--- src/rtl/clk_oe_pd_pkg.sv ---
package clk_oe_pd_pkg;

    typedef enum logic [1:0] {
        SEQ_START = 2'd0,
        SEQ_RUN   = 2'd1,
        SEQ_DRAIN = 2'd2,
        SEQ_DOWN  = 2'd3
    } seq_state_e;

    typedef struct packed {
        logic ref_en;
        logic ref_sel;
        logic ref_pd;
        logic main_pd;
    } pin_cfg_t;

    typedef struct packed {
        logic ref_want;
        logic main_want;
        logic mux_sel;
        logic ref_pd_req;
        logic main_pd_req;
    } pin_role_t;

    // Maps the configuration and synchronised pins to the requested output state.
    function automatic pin_role_t decode_roles(pin_cfg_t c, logic ref_pin, logic main_pin);
        pin_role_t r;
        r = '0;
        if (c.ref_pd) begin
            r.ref_want   = 1'b1;
            r.mux_sel    = c.ref_sel;
            r.ref_pd_req = ref_pin;
        end else if (c.ref_en) begin
            r.ref_want = ~ref_pin;
            r.mux_sel  = c.ref_sel;
        end else if (c.ref_sel) begin
            r.ref_want = 1'b1;
            r.mux_sel  = ref_pin;
        end else begin
            r.ref_want   = 1'b0;
            r.mux_sel    = 1'b0;
            r.ref_pd_req = ref_pin;
        end
        if (c.main_pd) begin
            r.main_want   = 1'b1;
            r.main_pd_req = main_pin;
        end else begin
            r.main_want = ~main_pin;
        end
        return r;
    endfunction

endpackage

--- src/rtl/clk_oe_sync.sv ---
module clk_oe_sync #(
    parameter int WIDTH = 2
) (
    input  logic             clk,
    input  logic             rst,
    input  logic [WIDTH-1:0] d_async,
    output logic [WIDTH-1:0] q_sync
);
    for (genvar i = 0; i < WIDTH; i++) begin : g_bit
        logic meta_q;
        logic stab_q;
        always_ff @(posedge clk) begin
            if (rst) begin
                meta_q <= 1'b0;
                stab_q <= 1'b0;
            end else begin
                meta_q <= d_async[i];
                stab_q <= meta_q;
            end
        end
        assign q_sync[i] = stab_q;
    end
endmodule

--- src/rtl/clk_oe_role_decode.sv ---
module clk_oe_role_decode
    import clk_oe_pd_pkg::*;
(
    input  logic      clk,
    input  logic      rst,
    input  pin_cfg_t  cfg,
    input  logic      ref_pin,
    input  logic      main_pin,
    output pin_role_t role,
    output logic      pd_req,
    output logic      mux_sel_q
);
    assign role   = decode_roles(cfg, ref_pin, main_pin);
    assign pd_req = role.ref_pd_req | role.main_pd_req;

    always_ff @(posedge clk) begin
        if (rst) mux_sel_q <= 1'b0;
        else     mux_sel_q <= role.mux_sel;
    end
endmodule

--- src/rtl/clk_oe_pd_qualify.sv ---
module clk_oe_pd_qualify #(
    parameter int CNT_W = 8
) (
    input  logic             clk,
    input  logic             rst,
    input  logic             pd_req,
    input  logic             slow_lvl,
    input  logic [CNT_W-1:0] min_edges,
    output logic             pd_ok
);
    localparam logic [CNT_W-1:0] CNT_MAX = {CNT_W{1'b1}};

    logic             lvl_q;
    logic [CNT_W-1:0] edge_cnt;
    logic             slow_rise;

    assign slow_rise = slow_lvl & ~lvl_q;

    always_ff @(posedge clk) begin
        if (rst) begin
            lvl_q    <= 1'b0;
            edge_cnt <= '0;
        end else begin
            lvl_q <= slow_lvl;
            if (!pd_req)
                edge_cnt <= '0;
            else if (slow_rise && edge_cnt != CNT_MAX)
                edge_cnt <= edge_cnt + 1'b1;
        end
    end

    assign pd_ok = pd_req && (edge_cnt >= min_edges);
endmodule

--- src/rtl/clk_oe_out_gate.sv ---
module clk_oe_out_gate (
    input  logic clk,
    input  logic rst,
    input  logic want,
    input  logic lvl,
    output logic oe
);
    always_ff @(posedge clk) begin
        if (rst)       oe <= 1'b0;
        else if (want) oe <= 1'b1;
        else if (!lvl) oe <= 1'b0;
    end
endmodule

--- src/rtl/clk_oe_power_seq.sv ---
module clk_oe_power_seq
    import clk_oe_pd_pkg::*;
#(
    parameter int STARTUP_CYCLES = 8000
) (
    input  logic clk,
    input  logic rst,
    input  logic pd_req,
    input  logic pd_ok,
    input  logic outs_parked,
    output logic run,
    output logic pwr_down
);
    localparam int SW = $clog2(STARTUP_CYCLES + 1);
    localparam logic [SW-1:0] LAST = SW'(STARTUP_CYCLES - 1);

    seq_state_e      state_q;
    logic [SW-1:0]   wait_q;

    always_ff @(posedge clk) begin
        if (rst) begin
            state_q <= SEQ_START;
            wait_q  <= '0;
        end else begin
            unique case (state_q)
                SEQ_START: begin
                    if (wait_q == LAST) begin
                        state_q <= SEQ_RUN;
                        wait_q  <= '0;
                    end else begin
                        wait_q <= wait_q + 1'b1;
                    end
                end
                SEQ_RUN: begin
                    if (pd_ok) state_q <= SEQ_DRAIN;
                end
                SEQ_DRAIN: begin
                    if (!pd_req)          state_q <= SEQ_RUN;
                    else if (outs_parked) state_q <= SEQ_DOWN;
                end
                SEQ_DOWN: begin
                    if (!pd_req) begin
                        state_q <= SEQ_START;
                        wait_q  <= '0;
                    end
                end
                default: state_q <= SEQ_START;
            endcase
        end
    end

    assign run      = (state_q == SEQ_RUN);
    assign pwr_down = (state_q == SEQ_DOWN);
endmodule

--- src/rtl/clk_oe_pd_ctrl.sv ---
module clk_oe_pd_ctrl
    import clk_oe_pd_pkg::*;
#(
    parameter int STARTUP_CYCLES = 8000,
    parameter int PD_CNT_W       = 8
) (
    input  logic                clk,
    input  logic                rst,
    input  logic                ref_pin_async,
    input  logic                main_pin_async,
    input  logic                cfg_ref_en,
    input  logic                cfg_ref_sel,
    input  logic                cfg_ref_pd,
    input  logic                cfg_main_pd,
    input  logic [PD_CNT_W-1:0] pd_min_edges,
    input  logic                ref_clk_lvl,
    input  logic                main_clk_lvl,
    output logic                ref_oe,
    output logic                main_oe,
    output logic                ref_mux_sel,
    output logic                pwr_down
);
    localparam int NUM_OUT = 2;

    logic [NUM_OUT-1:0] pins_sync;
    pin_cfg_t           cfg;
    pin_role_t          role;
    logic               pd_req;
    logic               pd_ok;
    logic               run;
    logic [NUM_OUT-1:0] want;
    logic [NUM_OUT-1:0] lvl;
    logic [NUM_OUT-1:0] oe;

    assign cfg = '{ref_en: cfg_ref_en, ref_sel: cfg_ref_sel,
                   ref_pd: cfg_ref_pd, main_pd: cfg_main_pd};

    clk_oe_sync #(.WIDTH(NUM_OUT)) u_sync (
        .clk     (clk),
        .rst     (rst),
        .d_async ({main_pin_async, ref_pin_async}),
        .q_sync  (pins_sync)
    );

    clk_oe_role_decode u_decode (
        .clk       (clk),
        .rst       (rst),
        .cfg       (cfg),
        .ref_pin   (pins_sync[0]),
        .main_pin  (pins_sync[1]),
        .role      (role),
        .pd_req    (pd_req),
        .mux_sel_q (ref_mux_sel)
    );

    clk_oe_pd_qualify #(.CNT_W(PD_CNT_W)) u_qual (
        .clk       (clk),
        .rst       (rst),
        .pd_req    (pd_req),
        .slow_lvl  (main_clk_lvl),
        .min_edges (pd_min_edges),
        .pd_ok     (pd_ok)
    );

    clk_oe_power_seq #(.STARTUP_CYCLES(STARTUP_CYCLES)) u_seq (
        .clk         (clk),
        .rst         (rst),
        .pd_req      (pd_req),
        .pd_ok       (pd_ok),
        .outs_parked (oe == '0),
        .run         (run),
        .pwr_down    (pwr_down)
    );

    assign want = {run & role.main_want, run & role.ref_want};
    assign lvl  = {main_clk_lvl, ref_clk_lvl};

    for (genvar g = 0; g < NUM_OUT; g++) begin : g_gate
        clk_oe_out_gate u_gate (
            .clk  (clk),
            .rst  (rst),
            .want (want[g]),
            .lvl  (lvl[g]),
            .oe   (oe[g])
        );
    end

    assign ref_oe  = oe[0];
    assign main_oe = oe[1];
endmodule

--- config.mk ---
export PLATFORM = sky130hd
export DESIGN_NAME = clk_oe_pd_ctrl
export DESIGN_NICKNAME = d
export VERILOG_FILES = /design/src/rtl/clk_oe_pd_pkg.sv /design/src/rtl/clk_oe_sync.sv /design/src/rtl/clk_oe_role_decode.sv /design/src/rtl/clk_oe_pd_qualify.sv /design/src/rtl/clk_oe_out_gate.sv /design/src/rtl/clk_oe_power_seq.sv /design/src/rtl/clk_oe_pd_ctrl.sv
export SDC_FILE = /design/constraint.sdc
export NUM_CORES = 1
export LEC_CHECK = 0
export ABC_AREA = 0
export BUFFER_PORTS_ARGS = -buffer_cell sky130_fd_sc_hd__buf_4
export CORE_MARGIN = 8
export CORE_UTILIZATION = 40
export CTS_CLUSTER_DIAMETER = 100
export DETAILED_ROUTE_END_ITERATION = 8
export SYNTH_ARGS = -nofsm -noshare
export SYNTH_HDL_FRONTEND = slang
export SYNTH_HIERARCHICAL = 1
export SYNTH_SLANG_ARGS = --single-unit
--- constraint.sdc ---
create_clock -name clk -period 2 [get_ports clk]
set_input_delay 0.6 -clock clk [delete_from_list [all_inputs] [get_ports clk]]
set_output_delay 0.6 -clock clk [all_outputs]
set_load 0.02 [all_outputs]
==> results.cfg, run 1 <==
[worst_setup_path]
path_cells = buf_4 -> o21bai_1 -> a21o_2 -> and3b_1 -> nor3_1 -> o21ai_0 -> o31ai_1
crit_family = simple AND/OR/NAND/NOR gates
slowest_stage = nor3_1
startpoint_type = primary input
crit_arrival_ps = 2070
crit_type = primary input to flop
required_ps = 2200
end_kind = flop
cpPeakStageDelay_ps = 620
critical_path_buf_inv_count = 1
path_max_fanout = 7

[power_and_ir_drop]
p_int_uw = 1090
power-per-cell-area_mw_per_mm2 = 678
switchingPower_uw = 339
ir_worst_vdd_mv = 0.373
power_leakage_uw = 0.000911
pwr-share-comb_pct = 11.2
swShare_pct = 23.7
power.total_uw = 1430
clkPwrFrac_pct = 43.1
power_frac_seq_pct = 45.7

[yosys]
syn-num-nets = 235
syn_area_per_cell_sq_um = 8.41
yosys_warnings = 6
synthCells = 207
netlist_area_sq_mm = 0.00174

[clock_tree]
cts_buffers = 5
clkSinkCount = 31
clkSlewWorstSetupHoldPaths_ps = 70
clock_latency_ps = 280
cts_tree = yes
ctsHtreeMaxLevel = 2
ctsRootBufferMaster = clkbuf_8
postCtsSetupBuffers = 0
hold_buffers = 0
clockBufferDepth = 2

[die]
dieArea_sq_mm = 0.00672
core_area_sq_mm = 0.00426
io_pins = 22
rows = 24
fp.dieW_microns = 82.0
start_util_pct = 40.8
die_y_microns = 82.0

[sta]
rsz0062_at_grt = no
finalCriticalPeriod_ps = 1860
max_freq_mhz = 536
slew_headroom_pct = 46.2
finalHoldViolCount = 0
tightest_slew_ps = 801
skew_ps = 6.48
fin_crit_sh_pct = 93.2
setup_viol = 0
tns_ps = 0
layout_setup_ws_ps = 136
slew_violations = 0

[route]
firstDrtPassIters = 4
drtAntennaViolNets = 0
num_vias = 1527
route.detailed.drc = 0
drtIter0Drc = 84
vias_per_cell = 5.28
avgRoutedWirePerCell_microns = 12.3
drt_wl_total_microns = 3550

[placement]
post-dp-hpwl_microns = 2670
dp_cells = 281
numPortBuffers = 21
place.gp.congestion = 0.790
dp_slack_ps = -194

[cells_and_area]
final_util_pct = 49.5
fin_nets = 264
fill_cells = 425
stdcell_count = 289
antenna_cells = 0
drive_above_1_share_pct = 20.7
area_delta_synth_final_pct = 21.1

[global_route]
grt_pass1_vias = 1479
antenna_found_initial = 0
overflow = 0
grt_pass1_wl_microns = 6330
grt_max_degree = 21
grt_usage_pct = 12.1

[min_path]
hp-class = flop to flop

[run_status]
status = complete, no violations

[job]
max-cap-violations = 0
[cells in the final DEF (no fill, tap or decap), drive strengths merged, types with 6 or more instances in the layout]
cell type,n
nand2,16
buf,30
nand3,11
a31oi,6
a21oi,9
dfxtp,31
and2,6
nor2,17
o21ai,13
ha,10
inv,14
nor2b,8
[power groups by stage]
stage	logic [uW]	clock network, uW	registers (uW)
6_report	159	616	654
5_1_grt	180	675	658
4_1_cts	161	643	653
3_5_place_dp	161	0	667
3_3_place_gp	159	0	667
2_1_floorplan	96.4	0	668
[cell type report]
type	count	area (sq um)	share of cell area (%)
flip-flops and latches	31	622	29.5
repair buffers	30	225	10.7
clock buffers	5	68.8	3.26
inverters	14	52.6	2.49
clock inverters	3	43.8	2.08
well taps	52	65.1	3.08
multi-input cells	154	1030	48.9
[final timing paths]
check	start	to	slack [ps]	cells past startpoint
worst max-delay path	cfg_ref_sel	u_seq/wait_q[6]$_SDFFE_PP0P_	140	7
worst min register to register	u_sync/g_bit[0].meta_q$_SDFF_PP0_	u_sync/g_bit[0].stab_q$_SDFF_PP0_	440	1
worst max register to register	u_seq/wait_q[0]$_SDFFE_PP0P_	u_seq/wait_q[11]$_SDFFE_PP0P_	220	5
worst min-delay path	u_sync/g_bit[0].meta_q$_SDFF_PP0_	u_sync/g_bit[0].stab_q$_SDFF_PP0_	440	1
[flip-flops by register name, summed over array words and instances (netlist names)]
register             count
u_sync/g_bit.stab_q      2
u_seq/state_q            2
u_sync/g_bit.meta_q      2
u_qual/lvl_q             1
u_qual/edge_cnt          8
u_decode/mux_sel_q       1
g_gate.u_gate/oe         2
u_seq/wait_q            13
[worst reg2reg max path, cell delays in order, from the launching register on]
cell	delay (ps)
dfxtp_1	340
ha_1	230
and3_1	290
a41oi_4	310
or3b_1	380
a31oi_1	150
[stage by stage]
step	hold WS, ps	cell area [sq um]
6_report	440	2110
5_1_grt	453	2110
4_1_cts	446	2110
3_5_place_dp	428	2000
3_3_place_gp	418	2000
2_1_floorplan	414	1750
[per-layer routing]
| layer | vias to the layer above | track usage (%) | part of all wire (%) |
|---|---|---|---|
| met5 | - | 0 | 0 |
| met2 | 37 | 19.0 | 44 |
| met1 | 688 | 14.6 | 50 |
| met4 | 0 | 4.74 | 1.5 |
| li1 | 796 | - | - |
| met3 | 6 | 4.38 | 4.4 |
[timing repair]
action	CTS	global route
resized for setup	0	2
setup endpoints to repair	0	1
endpoints found under the hold margin	0	0
Power figures use the tool's default switching activity.
==> run 2, diff against run 1 <==
==> constraint.sdc (replaced) <==
create_clock -name clk -period 2.4 [get_ports clk]
set_input_delay 0.72 -clock clk [delete_from_list [all_inputs] [get_ports clk]]
set_output_delay 0.72 -clock clk [all_outputs]
set_load 0.02 [all_outputs]
==> results.cfg, run 2 (synthesis results as in run 1) <==
[run_status]
status = complete, no violations

[die]
start_util_pct = 40.8
fp.dieW_microns = 82.0
dieArea_sq_mm = 0.00672
die_y_microns = 82.0
io_pins = 22
rows = 24
core_area_sq_mm = 0.00426

[route]
firstDrtPassIters = 4
num_vias = 1461
avgRoutedWirePerCell_microns = 11.8
vias_per_cell = 5.20
drtAntennaViolNets = 0
drt_wl_total_microns = 3320
drtIter0Drc = 71
route.detailed.drc = 0

[cells_and_area]
final_cell_mix = dfxtp_1, buf_4, nor2_1
top_register = u_seq/wait_q
final_common_cell = dfxtp_1
fill_cells = 451
stdcell_count = 281
largest_reg_flops = 13
area_delta_synth_final_pct = 16.7
fin_nets = 256
multi_input_area_sq_mm = 0.00103
fin_area_sq_mm = 0.00203
drive_above_1_share_pct = 17.0
antenna_cells = 0
seqCellArea_sq_um = 621
top_regs = u_seq/wait_q x13, u_qual/edge_cnt x8

[global_route]
antenna_found_initial = 0
grt_pass1_vias = 1442
grt_usage_pct = 11.2
grt_pass1_wl_microns = 5930
grt_max_degree = 21
overflow = 0

[sta]
slew_headroom_pct = 47.4
fin_crit_sh_pct = 87.7
skew_ps = 11.6
max_freq_mhz = 475
tns_ps = 0
rsz0062_at_grt = no
finalCriticalPeriod_ps = 2100
finalHoldViolCount = 0
slew_violations = 0
tightest_slew_ps = 783
setup_viol = 0

[placement]
numPortBuffers = 21
dp_cells = 273
place.gp.congestion = 0.755
postPlaceCellArea_sq_mm = 0.00193
post-dp-hpwl_microns = 2510

[worst_setup_path]
crit_type = primary input to flop
r2r_cells = 9
r2r_slack_ps = 440
crit_path_start = pd_min_edges[0]
end_kind = flop
r2r_start = u_qual/edge_cnt[0]$_SDFFE_PP0P_
path_max_fanout = 2
path_cells = buf_4 -> ha_1 -> nand2b_1 -> a2111oi_0 -> o211ai_1 -> and3_1 -> o21ai_0 -> nand2_1 -> a21oi_1
critical_path_buf_inv_count = 1
r2r-end = u_seq/state_q[0]$_SDFFE_PP0P_
required_ps = 2600
startpoint_type = primary input
slowest_stage = a2111oi_0
crit_arrival_ps = 2310
cpPeakStageDelay_ps = 390
crit_family = compound AO/OA/AOI/OAI gates

[job]
max-cap-violations = 0

[power_and_ir_drop]
swShare_pct = 24.1
power-per-cell-area_mw_per_mm2 = 553
clkPwrFrac_pct = 40.7
switchingPower_uw = 271
power_leakage_uw = 0.000860
p_int_uw = 854
pwr-share-comb_pct = 10.9
power.total_uw = 1120
ir_worst_vdd_mv = 0.301
power_frac_seq_pct = 48.4

[clock_tree]
clockBufferDepth = 2
cts_tree = yes
clock_latency_ps = 280
postCtsSetupBuffers = 0
ctsHtreeMaxLevel = 2
ctsRootBufferMaster = clkbuf_8
clkSlewWorstSetupHoldPaths_ps = 70
cts_buffers = 5
cts_resized = 0
hold_buffers = 0
clkSinkCount = 31

[min_path]
worst_hold_path.endpoint = u_sync/g_bit[1].stab_q$_SDFF_PP0_
hp-class = flop to flop
whs_path_depth = 1
hold_start = u_sync/g_bit[1].meta_q$_SDFF_PP0_
## run 2: changes by cell type in the layout (fill, tap and decap cells not counted), sizes merged
cell      delta
clkbuf       +2
clkinvlp     +1
buf          -8
bufinv       -1
clkinv       -2
## run 2: routing by layer
layer / global-route usage, % / share of wire, % / vias to the layer above
met2: 17.8 / 46 / 28
li1: - / - / 774
met4: 5.26 / 0.63 / 0
met1: 13.0 / 49 / 657
met5: 0 / 0 / -
met3: 4.16 / 4.1 / 2
## run 2: final cells by class
cell class | count | share of cell area (%)
Sequential cell | 31 | 30.5
Clock inverter | 1 | 0.369
Timing Repair Buffer | 22 | 8.12
Inverter | 14 | 2.58
Clock buffer | 7 | 4.74
Tap cell | 52 | 3.20
Multi-Input combinational cell | 154 | 50.5
## run 2: worst max-delay path by stage
stage,to,cells past startpoint
after detailed placement,u_seq/state_q[0]$_SDFFE_PP0P_,9
after global routing,u_seq/wait_q[6]$_SDFFE_PP0P_,7
after CTS,u_seq/state_q[0]$_SDFFE_PP0P_,9
final,u_seq/state_q[0]$_SDFFE_PP0P_,9
after floorplan,u_seq/state_q[0]$_SDFFE_PP0P_,8
after global placement,u_seq/state_q[0]$_SDFFE_PP0P_,9
## run 2: metrics by stage
step / utilization [%] / setup slack, ps / hold slack (ps)
6_report: 47.7 / 296 / 440
5_1_grt: 47.7 / 173 / 451
4_1_cts: 47.7 / 290 / 445
3_5_place_dp: 45.2 / 33.2 / 428
3_3_place_gp: 45.2 / 25.1 / 417
2_1_floorplan: - / 242 / 414
## run 2: power groups by stage
| stage | combinational (uW) | sequential (uW) | clock (uW) |
|---|---|---|---|
| after floorplan | 78.8 | 557 | 0 |
| after global placement | 124 | 556 | 0 |
| after detailed placement | 124 | 556 | 0 |
| after CTS | 125 | 544 | 474 |
| after global routing | 140 | 548 | 497 |
| final | 123 | 544 | 457 |
==> run 3, diff against run 2 <==
--- a/config.mk
+++ b/config.mk
@@ -9,6 +9,7 @@
 export BUFFER_PORTS_ARGS = -buffer_cell sky130_fd_sc_hd__buf_4
 export CORE_MARGIN = 8
 export CORE_UTILIZATION = 40
+export CTS_BUF_LIST = sky130_fd_sc_hd__clkbuf_2
 export CTS_CLUSTER_DIAMETER = 100
 export DETAILED_ROUTE_END_ITERATION = 8
 export SYNTH_ARGS = -nofsm -noshare
==> constraint.sdc (replaced) <==
create_clock -name clk -period 2.2 [get_ports clk]
set_input_delay 0.66 -clock clk [delete_from_list [all_inputs] [get_ports clk]]
set_output_delay 0.66 -clock clk [all_outputs]
set_load 0.02 [all_outputs]
==> results.cfg, run 3 (synthesis results as in run 1) <==
[run_status]
status = complete, no violations

[global_route]
antenna_found_initial = 0
overflow = 0
grt_pass1_vias = 1413
grt_max_degree = 21
grt_pass1_wl_microns = 5950
grt_usage_pct = 11.2

[worst_setup_path]
r2r-end = u_seq/state_q[0]$_SDFFE_PP0P_
crit_type = flop to flop
path_depth = 9
r2r_start = u_qual/edge_cnt[0]$_SDFFE_PP0P_
startpoint_type = flop
path_max_fanout = 3
slowest_stage = a2111oi_0
critical_path_buf_inv_count = 1
end_kind = flop
r2r_cells = 9
r2r_slack_ps = 240
required_ps = 2510
crit_arrival_ps = 2260
path_cells = inv_1 -> ha_1 -> nand2b_1 -> a2111oi_0 -> o211ai_1 -> and3_1 -> o21ai_0 -> nand2_1 -> a21oi_1
crit_family = compound AO/OA/AOI/OAI gates
cpPeakStageDelay_ps = 390

[cells_and_area]
top_register = u_seq/wait_q
largest_reg_flops = 13
top_regs = u_seq/wait_q x13, u_qual/edge_cnt x8
final_cell_mix = dfxtp_1, buf_4, nor2_1
final_common_cell = dfxtp_1
antenna_cells = 0
fin_area_sq_mm = 0.00198
area_delta_synth_final_pct = 13.9
stdcell_count = 283
drive_above_1_share_pct = 16.9
fin_nets = 258

[clock_tree]
clockBufferDepth = 2
postCtsSetupBuffers = 0
cts_buffers = 5
clkSinkCount = 31
cts_tree = yes
clock_latency_ps = 370
ctsRootBufferMaster = clkbuf_2
clkSlewWorstSetupHoldPaths_ps = 160
hold_buffers = 0
cts_resized = 0
ctsHtreeMaxLevel = 2

[power_and_ir_drop]
power_leakage_uw = 0.000843
switchingPower_uw = 282
pwr-share-comb_pct = 13.6
power_frac_seq_pct = 59.3
clkPwrFrac_pct = 27.0
swShare_pct = 28.1
p_int_uw = 721
power.total_uw = 1000
power-per-cell-area_mw_per_mm2 = 505
ir_worst_vdd_mv = 0.285

[die]
dieArea_sq_mm = 0.00672
die_y_microns = 82.0
rows = 24
start_util_pct = 40.8
io_pins = 22
core_area_sq_mm = 0.00426
fp.dieW_microns = 82.0

[placement]
postPlaceCellArea_sq_mm = 0.00194
numPortBuffers = 21
place.gp.congestion = 0.774
dp_cells = 275
post-dp-hpwl_microns = 2550

[sta]
slew_violations = 0
finalHoldViolCount = 0
finalCriticalPeriod_ps = 1960
fin_crit_sh_pct = 89.0
skew_ps = 21.9
tns_ps = 0
setup_viol = 0
tightest_slew_ps = 760
max_freq_mhz = 511
slew_headroom_pct = 48.9
rsz0062_at_grt = no

[min_path]
whs_path_depth = 1
hold_start = u_sync/g_bit[1].meta_q$_SDFF_PP0_
hp-class = flop to flop
worst_hold_path.endpoint = u_sync/g_bit[1].stab_q$_SDFF_PP0_

[route]
drt_wl_total_microns = 3330
drtAntennaViolNets = 0
vias_per_cell = 5.08
firstDrtPassIters = 4
route.detailed.drc = 0
avgRoutedWirePerCell_microns = 11.8
num_vias = 1439
drtIter0Drc = 44

[job]
max-cap-violations = 0
==> run 3: how the worst max path moves through the flow <==
stage	to	slack (ps)	start
floorplan	u_seq/state_q[0]$_SDFFE_PP0P_	100	pd_min_edges[0]
global placement	u_seq/state_q[0]$_SDFFE_PP0P_	-110	pd_min_edges[0]
detailed placement	u_seq/state_q[0]$_SDFFE_PP0P_	-100	pd_min_edges[0]
CTS	u_seq/state_q[0]$_SDFFE_PP0P_	240	u_qual/edge_cnt[0]$_SDFFE_PP0P_
global route	u_seq/state_q[0]$_SDFFE_PP0P_	4	u_qual/edge_cnt[0]$_SDFFE_PP0P_
finish	u_seq/state_q[0]$_SDFFE_PP0P_	240	u_qual/edge_cnt[0]$_SDFFE_PP0P_
==> run 3: power groups by stage <==
stage	sequential, uW	clock (uW)	combinational (uW)
floorplan	607	0	86.0
finish	595	271	137
global placement	607	0	137
detailed placement	607	0	137
CTS	595	291	138
global route	599	313	160
==> run 3: through the flow <==
stage                     worst slack, ps  util [%]  hold WS (ps)
after floorplan                       102         -           414
after global placement               -106      45.6           418
after detailed placement            -99.7      45.6           430
after CTS                             241      46.5           461
after global routing                 4.29      46.5           464
final                                 241      46.5           458
==> run 3: layout make-up <==
type	count	area, sq um
Fill cell	454	2280
Clock buffer	5	25.0
Inverter	14	52.6
Tap cell	52	65.1
Sequential cell	31	621
Timing Repair Buffer	24	180
Clock inverter	3	15.0
Multi-Input combinational cell	154	1030
==> run 3: layer usage <==
metal  GRT usage, %  vias to the layer above  share of wire (%)
li1               -                      777                  -
met1           13.3                      637                 50
met2           17.9                       21                 45
met3           4.16                        4                3.6
met4           4.74                        0                1.2
met5              0                        -                  0
